## config.mk

```make
export PLATFORM = sky130hd
export DESIGN_NAME = hub_port_power
export DESIGN_NICKNAME = d
export VERILOG_FILES = /design/src/rtl/hpp_pkg.sv /design/src/rtl/hpp_tick_gen.sv /design/src/rtl/hpp_flag_filter.sv /design/src/rtl/hpp_port_ctrl.sv /design/src/rtl/hub_port_power.sv
export SDC_FILE = /design/constraint.sdc
export NUM_CORES = 1
export LEC_CHECK = 0
export BUFFER_PORTS_ARGS = -buffer_cell sky130_fd_sc_hd__buf_2
export CORE_MARGIN = 3
export CORE_UTILIZATION = 45
export CTS_BUF_LIST = sky130_fd_sc_hd__clkbuf_2
export CTS_CLUSTER_DIAMETER = 150
export DETAILED_ROUTE_END_ITERATION = 6
export GPL_TIMING_DRIVEN = 0
export PLACE_DENSITY = 0.65
export SYNTH_ARGS = -nofsm -noshare
export SYNTH_HDL_FRONTEND = slang
export SYNTH_SLANG_ARGS = --single-unit
```

## constraint.sdc

```tcl
create_clock -name clk -period 1.7 [get_ports clk]
set_clock_uncertainty 0.05 [all_clocks]
set_input_delay 0.255 -clock clk [delete_from_list [all_inputs] [get_ports clk]]
set_output_delay 0.255 -clock clk [all_outputs]
set_load 0.01 [all_outputs]
```

## src/rtl/hpp_pkg.sv

```systemverilog
package hpp_pkg;

    typedef enum logic [1:0] {
        OP_NONE    = 2'd0,
        OP_PWR_ON  = 2'd1,
        OP_PWR_OFF = 2'd2,
        OP_ACK_OC  = 2'd3
    } hpp_op_e;

    localparam int WORD_W      = 16;
    localparam int ST_OC_BIT   = 3;
    localparam int ST_PWR_BIT  = 8;
    localparam int CHG_OC_BIT  = 3;

    typedef struct packed {
        logic pwr;
        logic oc_st;
        logic oc_chg;
    } port_state_t;

    function automatic logic [WORD_W-1:0] pack_status(input logic pwr, input logic oc);
        logic [WORD_W-1:0] w;
        w = '0;
        w[ST_PWR_BIT] = pwr;
        w[ST_OC_BIT]  = oc;
        return w;
    endfunction

    function automatic logic [WORD_W-1:0] pack_change(input logic oc_chg);
        logic [WORD_W-1:0] w;
        w = '0;
        w[CHG_OC_BIT] = oc_chg;
        return w;
    endfunction

endpackage

```

## src/rtl/hpp_tick_gen.sv

```systemverilog
module hpp_tick_gen #(
    parameter int TICK_DIV = 60
) (
    input  logic clk,
    input  logic rst,
    output logic tick
);
    generate
        if (TICK_DIV <= 1) begin : g_every
            assign tick = 1'b1;
        end else begin : g_div
            localparam int CW = $clog2(TICK_DIV);
            logic [CW-1:0] cnt;
            always_ff @(posedge clk) begin
                if (rst) cnt <= '0;
                else if (cnt == CW'(TICK_DIV - 1)) cnt <= '0;
                else cnt <= cnt + 1'b1;
            end
            assign tick = (cnt == CW'(TICK_DIV - 1));
        end
    endgenerate
endmodule

```

## src/rtl/hpp_flag_filter.sv

```systemverilog
module hpp_flag_filter #(
    parameter int FILT_LEN = 1000
) (
    input  logic clk,
    input  logic rst,
    input  logic tick,
    input  logic flag_n,
    output logic lo_sync,
    output logic oc_lvl
);
    localparam int CW = $clog2(FILT_LEN + 1);

    logic s1, s2;
    logic [CW-1:0] run;

    always_ff @(posedge clk) begin
        if (rst) begin
            s1 <= 1'b1;
            s2 <= 1'b1;
        end else begin
            s1 <= flag_n;
            s2 <= s1;
        end
    end

    always_ff @(posedge clk) begin
        if (rst) run <= '0;
        else if (s2) run <= '0;
        else if (tick && run != CW'(FILT_LEN)) run <= run + 1'b1;
    end

    assign lo_sync = ~s2;
    assign oc_lvl  = (run == CW'(FILT_LEN));


    fault_needs_low_chk: assert property (@(posedge clk) disable iff (rst)
        $rose(oc_lvl) |-> $past(~s2));
endmodule

```

## src/rtl/hpp_port_ctrl.sv

```systemverilog
module hpp_port_ctrl
    import hpp_pkg::*;
(
    input  logic        clk,
    input  logic        rst,
    input  logic        act,
    input  logic        set_req,
    input  logic        clr_req,
    input  logic        ack_req,
    input  logic        flag_lo,
    input  logic        oc_lvl,
    output port_state_t st
);
    logic oc_lvl_q;
    logic oc_rise;

    assign oc_rise = act & oc_lvl & ~oc_lvl_q;

    always_ff @(posedge clk) begin
        if (rst || !act) begin
            st       <= '0;
            oc_lvl_q <= 1'b0;
        end else begin
            oc_lvl_q <= oc_lvl;
            if (oc_rise)                  st.pwr <= 1'b0;
            else if (clr_req)             st.pwr <= 1'b0;
            else if (set_req && !flag_lo) st.pwr <= 1'b1;

            if (oc_rise)                  st.oc_st <= 1'b1;
            else if (!oc_lvl && !st.pwr)  st.oc_st <= 1'b0;

            if (oc_rise)                  st.oc_chg <= 1'b1;
            else if (ack_req)             st.oc_chg <= 1'b0;
        end
    end


    no_power_into_fault_chk: assert property (@(posedge clk) disable iff (rst)
        (act && set_req && flag_lo && !st.pwr) |=> !st.pwr);


    fault_cuts_power_chk: assert property (@(posedge clk) disable iff (rst)
        (oc_rise && act) |=> (!st.pwr && st.oc_st && st.oc_chg));


    change_sticky_chk: assert property (@(posedge clk) disable iff (rst)
        (act && st.oc_chg && !ack_req) |=> st.oc_chg);
endmodule

```

## src/rtl/hub_port_power.sv

```systemverilog
module hub_port_power
    import hpp_pkg::*;
#(
    parameter int NUM_PORTS = 4,
    parameter int TICK_DIV  = 60,
    parameter int FILT_LEN  = 1000
) (
    input  logic                         clk,
    input  logic                         rst,
    input  logic                         indiv_mode,
    input  logic                         req_valid,
    input  logic [1:0]                   req_op,
    input  logic [$clog2(NUM_PORTS)-1:0] req_port,
    input  logic [NUM_PORTS-1:0]         oc_flag_n,
    output logic [NUM_PORTS-1:0]         vbus_en,
    input  logic [$clog2(NUM_PORTS)-1:0] rd_port,
    output logic [15:0]                  rd_status,
    output logic [15:0]                  rd_change,
    output logic                         hub_oc_status,
    output logic                         hub_oc_change,
    output logic [NUM_PORTS:0]           status_change
);
    localparam int PIDX_W     = $clog2(NUM_PORTS);
    localparam int SHUT_BOUND = FILT_LEN * TICK_DIV + 4;
    localparam int SCW        = $clog2(SHUT_BOUND + 2);

    hpp_op_e op;
    assign op = hpp_op_e'(req_op);

    logic tick;
    logic [NUM_PORTS-1:0] lo_sync, oc_lvl;
    port_state_t          pst [NUM_PORTS];
    port_state_t          hst;

    hpp_tick_gen #(.TICK_DIV(TICK_DIV)) u_tick (
        .clk(clk), .rst(rst), .tick(tick)
    );

    genvar i;
    generate
        for (i = 0; i < NUM_PORTS; i++) begin : g_port
            logic hit;
            assign hit = req_valid && indiv_mode && (req_port == PIDX_W'(i));

            hpp_flag_filter #(.FILT_LEN(FILT_LEN)) u_filt (
                .clk(clk), .rst(rst), .tick(tick),
                .flag_n(oc_flag_n[i]),
                .lo_sync(lo_sync[i]), .oc_lvl(oc_lvl[i])
            );

            hpp_port_ctrl u_ctrl (
                .clk(clk), .rst(rst), .act(indiv_mode),
                .set_req(hit && op == OP_PWR_ON),
                .clr_req(hit && op == OP_PWR_OFF),
                .ack_req(hit && op == OP_ACK_OC),
                .flag_lo(lo_sync[i]), .oc_lvl(oc_lvl[i]),
                .st(pst[i])
            );

            if (i == 0) begin : g_first
                assign vbus_en[i] = indiv_mode ? pst[i].pwr : hst.pwr;
            end else begin : g_rest
                assign vbus_en[i] = indiv_mode & pst[i].pwr;
            end

            assign status_change[i+1] = pst[i].oc_chg;

            // shutdown window watch: raw flag low while enable high
            logic [SCW-1:0] lo_run;
            always_ff @(posedge clk) begin
                if (rst || !vbus_en[i] || oc_flag_n[i]) lo_run <= '0;
                else if (lo_run != SCW'(SHUT_BOUND + 1)) lo_run <= lo_run + 1'b1;
            end

            shutdown_bound_chk: assert property (@(posedge clk) disable iff (rst)
                lo_run <= SCW'(SHUT_BOUND));
        end
    endgenerate

    logic hub_act;
    assign hub_act = ~indiv_mode;

    hpp_port_ctrl u_hub (
        .clk(clk), .rst(rst), .act(hub_act),
        .set_req(req_valid && op == OP_PWR_ON),
        .clr_req(req_valid && op == OP_PWR_OFF),
        .ack_req(req_valid && op == OP_ACK_OC),
        .flag_lo(lo_sync[0]), .oc_lvl(oc_lvl[0]),
        .st(hst)
    );

    assign hub_oc_status    = hst.oc_st;
    assign hub_oc_change    = hst.oc_chg;
    assign status_change[0] = hst.oc_chg;

    always_comb begin
        port_state_t s;
        s = pst[rd_port];
        if (indiv_mode) begin
            rd_status = pack_status(s.pwr, s.oc_st);
            rd_change = pack_change(s.oc_chg);
        end else begin
            rd_status = pack_status(hst.pwr, 1'b0);
            rd_change = pack_change(1'b0);
        end
    end


    shared_idle_pins_chk: assert property (@(posedge clk) disable iff (rst)
        !indiv_mode |-> (vbus_en[NUM_PORTS-1:1] == '0));
endmodule

```

# Word level (Yosys, flattened, before mapping)
# Index checks and enable logic that the tools add are counted.
# totals
input_bits	14
regBits	74
output_inout_bits	43
wordCells	167
# op_classes
n_mux	26
reduce_logical	67
n_eq_ne	15
addsub	5
bitwise_logic	20
order_cmp	1
# op_table
operator	count
$add A10 B1 Y10 const B	4
$eq A10 B10 Y1 const B	4
$ne A10 B10 Y1 const B	4
$logic_and A1 B1 Y1	34
$mux W1	21
$reduce_bool A2 Y1	10
$reduce_or A3 Y1	5
$and A1 B1 Y1	13
$logic_not A1 Y1	10
$reduce_or A2 Y1	5
$mux W9	1
$eq A2 B2 Y1 const B	4
$add A6 B1 Y6 const B	1
$bmux W3 S2	1
$eq A6 B6 Y1 const B	1
$mux W3	2
$not A1 Y1	6
$eq A2 B1 Y1 const B	2
$mux W4	1
$ge A3 B3 Y1 const B	1
$not A2 Y3	1
$logic_not A2 Y1	1
$logic_or A1 B1 Y1	2

# Logic depth before layout (Yosys ltp)
# depth
depth_word	5
mapped_depth	7
ltp_nobuf	6

# Cells and area by module
# A second synthesis with hierarchy kept.
# unflattened
cells_unflattened	471
hier_area_um2	4141.5
# modules_own_cells
mod	area_per_inst_um2	cells_per_inst	n_inst	seq_area_each_um2
hpp_flag_filter	654.4	74	4	240.2
hpp_port_ctrl	160.2	16	5	80.1
hub_port_power	485.5	70	1	0.0
hpp_tick_gen	237.7	25	1	120.1

# Least setup slack after synthesis
# OpenSTA, ideal clock, no wires.
# synth_timing
path_kind	register to register
from	register u_tick.g_div.cnt[0]
to	register g_port[1].u_filt.run[9]
arrival_time_ns	1.531
n_path_buf	1
setup_ns	0.131
stages_incl_launch_ff	7
required_ns	1.519
slack_ns	-0.012
synth_period_minus_slack_ns	1.712
cell_sequence	dfxtp_1 -> ha_1 -> and4b_4 -> buf_6 -> nand4_1 -> o311ai_1 -> o41ai_1
# synth_via
elab_chain_cells	2
# synth_lines
element	line_no	text
from (decl)	hpp_tick_gen.sv:13	logic [CW-1:0] cnt;
from (signal assigned)	hpp_tick_gen.sv:17	else cnt <= cnt + 1'b1;
$eq A6 B6 Y1	hpp_tick_gen.sv:19	assign tick = (cnt == CW'(TICK_DIV - 1));
$logic_and A1 B1 Y1	hpp_flag_filter.sv:29	else if (tick && run != CW'(FILT_LEN)) run <= run + 1'b1;
to (signal assigned)	hpp_flag_filter.sv:29	
to (decl)	hpp_flag_filter.sv:14	logic [CW-1:0] run;
# No other way between the ends.
# A chain may end at the register's enable or synchronous reset.

# Final worst setup path
# layout_timing
from	register g_port[0].u_ctrl.st[0] (netlist bit)
to	output port rd_change[3]
# layout_via
elab_chain_cells	4
# layout_lines
element	line_no	text
from (decl)	hpp_port_ctrl.sv:12	output port_state_t st
$bmux W3 S2	hub_port_power.sv:98	s = pst[rd_port];
$mux W3 (implied by the code) (2 in a row)	hub_port_power.sv:98	
$mux W4	hub_port_power.sv:99	if (indiv_mode) begin
to (decl)	hub_port_power.sv:18	output logic [15:0] rd_change,
# No other way between the ends. The select of a mux whose other input is x is not followed.

==> flow_metrics.tcl <==
set metrics [dict create \
    ys_top_cells_by_area "dfxtp_1, buf_4, a21oi_1, o21ai_0, nand3_1" \
    dr_wl_met2_um 4220 \
    wl_per_cell_um 13.9 \
    layout_common_cells "dfxtp_1, buf_4, nor2_1, conb_1, buf_2" \
    grt_pass1_wl_um 13900 \
    syn_inst 427 \
    cp.arrival_ns 1.64 \
    row_count 32 \
    routed_wl_um 8640 \
    yosysSeqAreaShare_pct 39.9 \
    clkSinkCount 74 \
    cts_tree "built" \
    fin_util_pct 59.5 \
    final_common_cell "dfxtp_1" \
    slew_headroom_pct 64.2 \
    p_leak_uw 0.00182 \
    ir_drop_uv 382 \
    die_height_um 96.8 \
    hold_slack_ns -0.00422 \
    drt_first_pass_iters 4 \
    violations "negative hold slack, negative setup slack" \
    yosys.area_share.adder_pct 3.03 \
    hold_buffers 4 \
    yosysWarnings 0 \
    ant_nets 0 \
    ys_async_sr_fraction_pct 0 \
    cts_buffers 9 \
    fin_crit_ns 1.95 \
    finalSetupViolations 8 \
    nets 537 \
    yosysUniqueCellTypes 51 \
    clkLatencyLatePin_ns 0.53 \
    rsz0062_at_grt "yes" \
    nFillCells 724 \
    dp.cells 583 \
    drt-initial-drc-count 175 \
    synth-simple-area-share_pct 27.6 \
    hold_path_class "in -> reg" \
    grt_usage_pct 17.8 \
    drive_above_1_share_pct 34.3 \
    initial_core_util_pct 47.3 \
    cp-start-kind "flop" \
    criticalPathCategory "reg -> out" \
    cts-root-buf "clkbuf_2" \
    wl_met3_um 443 \
    portBuffers 26 \
    die_x_um 96.8 \
    grt-ovfl-total 0 \
    dp_hpwl_um 5970 \
    htree_levels 3 \
    muxShareOfSynthArea_pct 1.82 \
    synth_top_cell_area_share_pct 39.9 \
    synth_xor_area_share_pct 4.25 \
    antenna_found_initial 0 \
    top_layer "met4" \
    gp_congestion 0.848 \
    synth-edff-count 0 \
    syn_area_um2 3710 \
    outcome "finished with violations" \
    num_antenna_cells 0 \
    vias 3274 \
    core_area_um2 7850 \
    cp-end-kind "output port" \
    grt_pass1_vias 2921 \
    tns_ns -0.793 \
    max_freq_mhz 514 \
    syn_to_final_growth_pct 25.7 \
    wl_met1_um 3780 \
    drc 0 \
    grt_max_degree 13 \
    via_per_inst 5.27 \
    synth_compound_area_share_pct 12.7 \
    synth_top_family_by_area "simple AND/OR/NAND/NOR gates" \
    dieArea_um2 9370 \
    synth_area_leader_cell "dfxtp_1" \
    tightest_slew_ns 0.537 \
    crit_fanout 3 \
    slew_viol_final 0 \
    dpl_worst_slack_ns -0.289 \
    p_per_area_nw_per_um2 655 \
    ys_ff_latch 74 \
    clock_path_buffers 2 \
    synth_area_per_cell_um2 8.69 \
    final_hold_viol_count 1 \
    ys.flop_type "dfxtp_1" \
    io_pins 57 \
    finalNonFillerCells 621 \
    cap_violations 0 \
    min_period_over_period_pct 114 \
    finalWorstSetupSlack_ns -0.246 \
    clk_pin_slew_ns 0.20 \
    cp.required_ns 1.39 \
]
sequential cells by signal (all words and copies together), names as in the netlist:
name                    flops
g_port.u_filt.run          40
g_port.u_ctrl.st           12
u_tick.g_div.cnt            6
g_port.u_ctrl.oc_lvl_q      4
g_port.u_filt.s1            4
g_port.u_filt.s2            4
u_hub.st                    3
u_hub.oc_lvl_q              1
stage by stage:
step | total power, µW | instance area [µm²]
4_1_cts | 3090 | 4400
6_report | 3060 | 4670
2_1_floorplan | 1940 | 3820
5_1_grt | 3190 | 4670
3_3_place_gp | 1980 | 4080
3_5_place_dp | 1980 | 4080
cells by family after synthesis:
kind of cell | after synthesis
AND/OR/NAND/NOR | 176
buffers and inverters | 67
adder cells (fa/ha/maj) | 9
multiplexers | 3
AO/OA/AOI/OAI | 79
XOR/XNOR | 18
flip-flops | 74
other | 1
worst paths after layout:
path                                                     startpoint                              endpoint  slack [ns]  depth (start not counted)
worst min-delay path                                     indiv_mode              u_hub.st[2]$_SDFFE_PP0P_      -0.004                          2
worst max-delay path            g_port[0].u_ctrl.st[0]$_SDFFE_PP0P_                          rd_change[3]       -0.25                          3
worst max register to register       u_tick.g_div.cnt[1]$_SDFF_PP0_  g_port[3].u_filt.run[4]$_SDFFE_PP0P_       -0.04                          6
worst min register to register       g_port[1].u_filt.s1$_SDFF_PP1_        g_port[1].u_filt.s2$_SDFF_PP1_        0.38                          1
critical path, stage by stage (launching register included):
cell,delay (ns)
dfxtp_2,0.38
mux4_2,0.43
and2_1,0.16
buf_2,0.13
cell usage after synthesis, drive strengths merged (5+ instances only):
cell and instances:
buf 40, clkbuf 13, nand3 24, ha 9, or4 7, xnor2 10, or3 9, and4 5
nand4 13, and3 10, nor2 30, o21ai 26, or2 12, nand2b 5, inv 14, a21oi 28
and2 10, o31ai 6, xor2 8, dfxtp 74, nor3 10, nand2 21
layout make-up:
class                   instances  area [µm²]  area share [%]
multi-input cells             314        2150            46.0
repair buffers                 50         328            7.03
flip-flops and latches         74        1510            32.4
clock buffers                  10        50.0            1.07
well taps                     102         128            2.74
plain buffers                  51         364            7.80
clock inverters                 6        81.3            1.74
inverters                      14        57.6            1.23
timing repair:
item / CTS / global route
hold endpoints to repair: 4 / 1
pin swaps: 16 / 15
setup endpoints to repair: 44 / 45
gates resized for setup: 29 / 57
setup buffers: 9 / 11
routing by layer:
layer / global-route usage [%] / up-vias
li1: - / 1633
met5: 0 / -
met4: 7.02 / 0
met2: 28.4 / 82
met3: 4.83 / 19
met1: 22.9 / 1540
power by group:
part	switching, µW	internal, µW
clock	609	484
combinational	107	97.5
sequential	12.5	1750
Note: power is estimated with default switching activity, not from simulation.
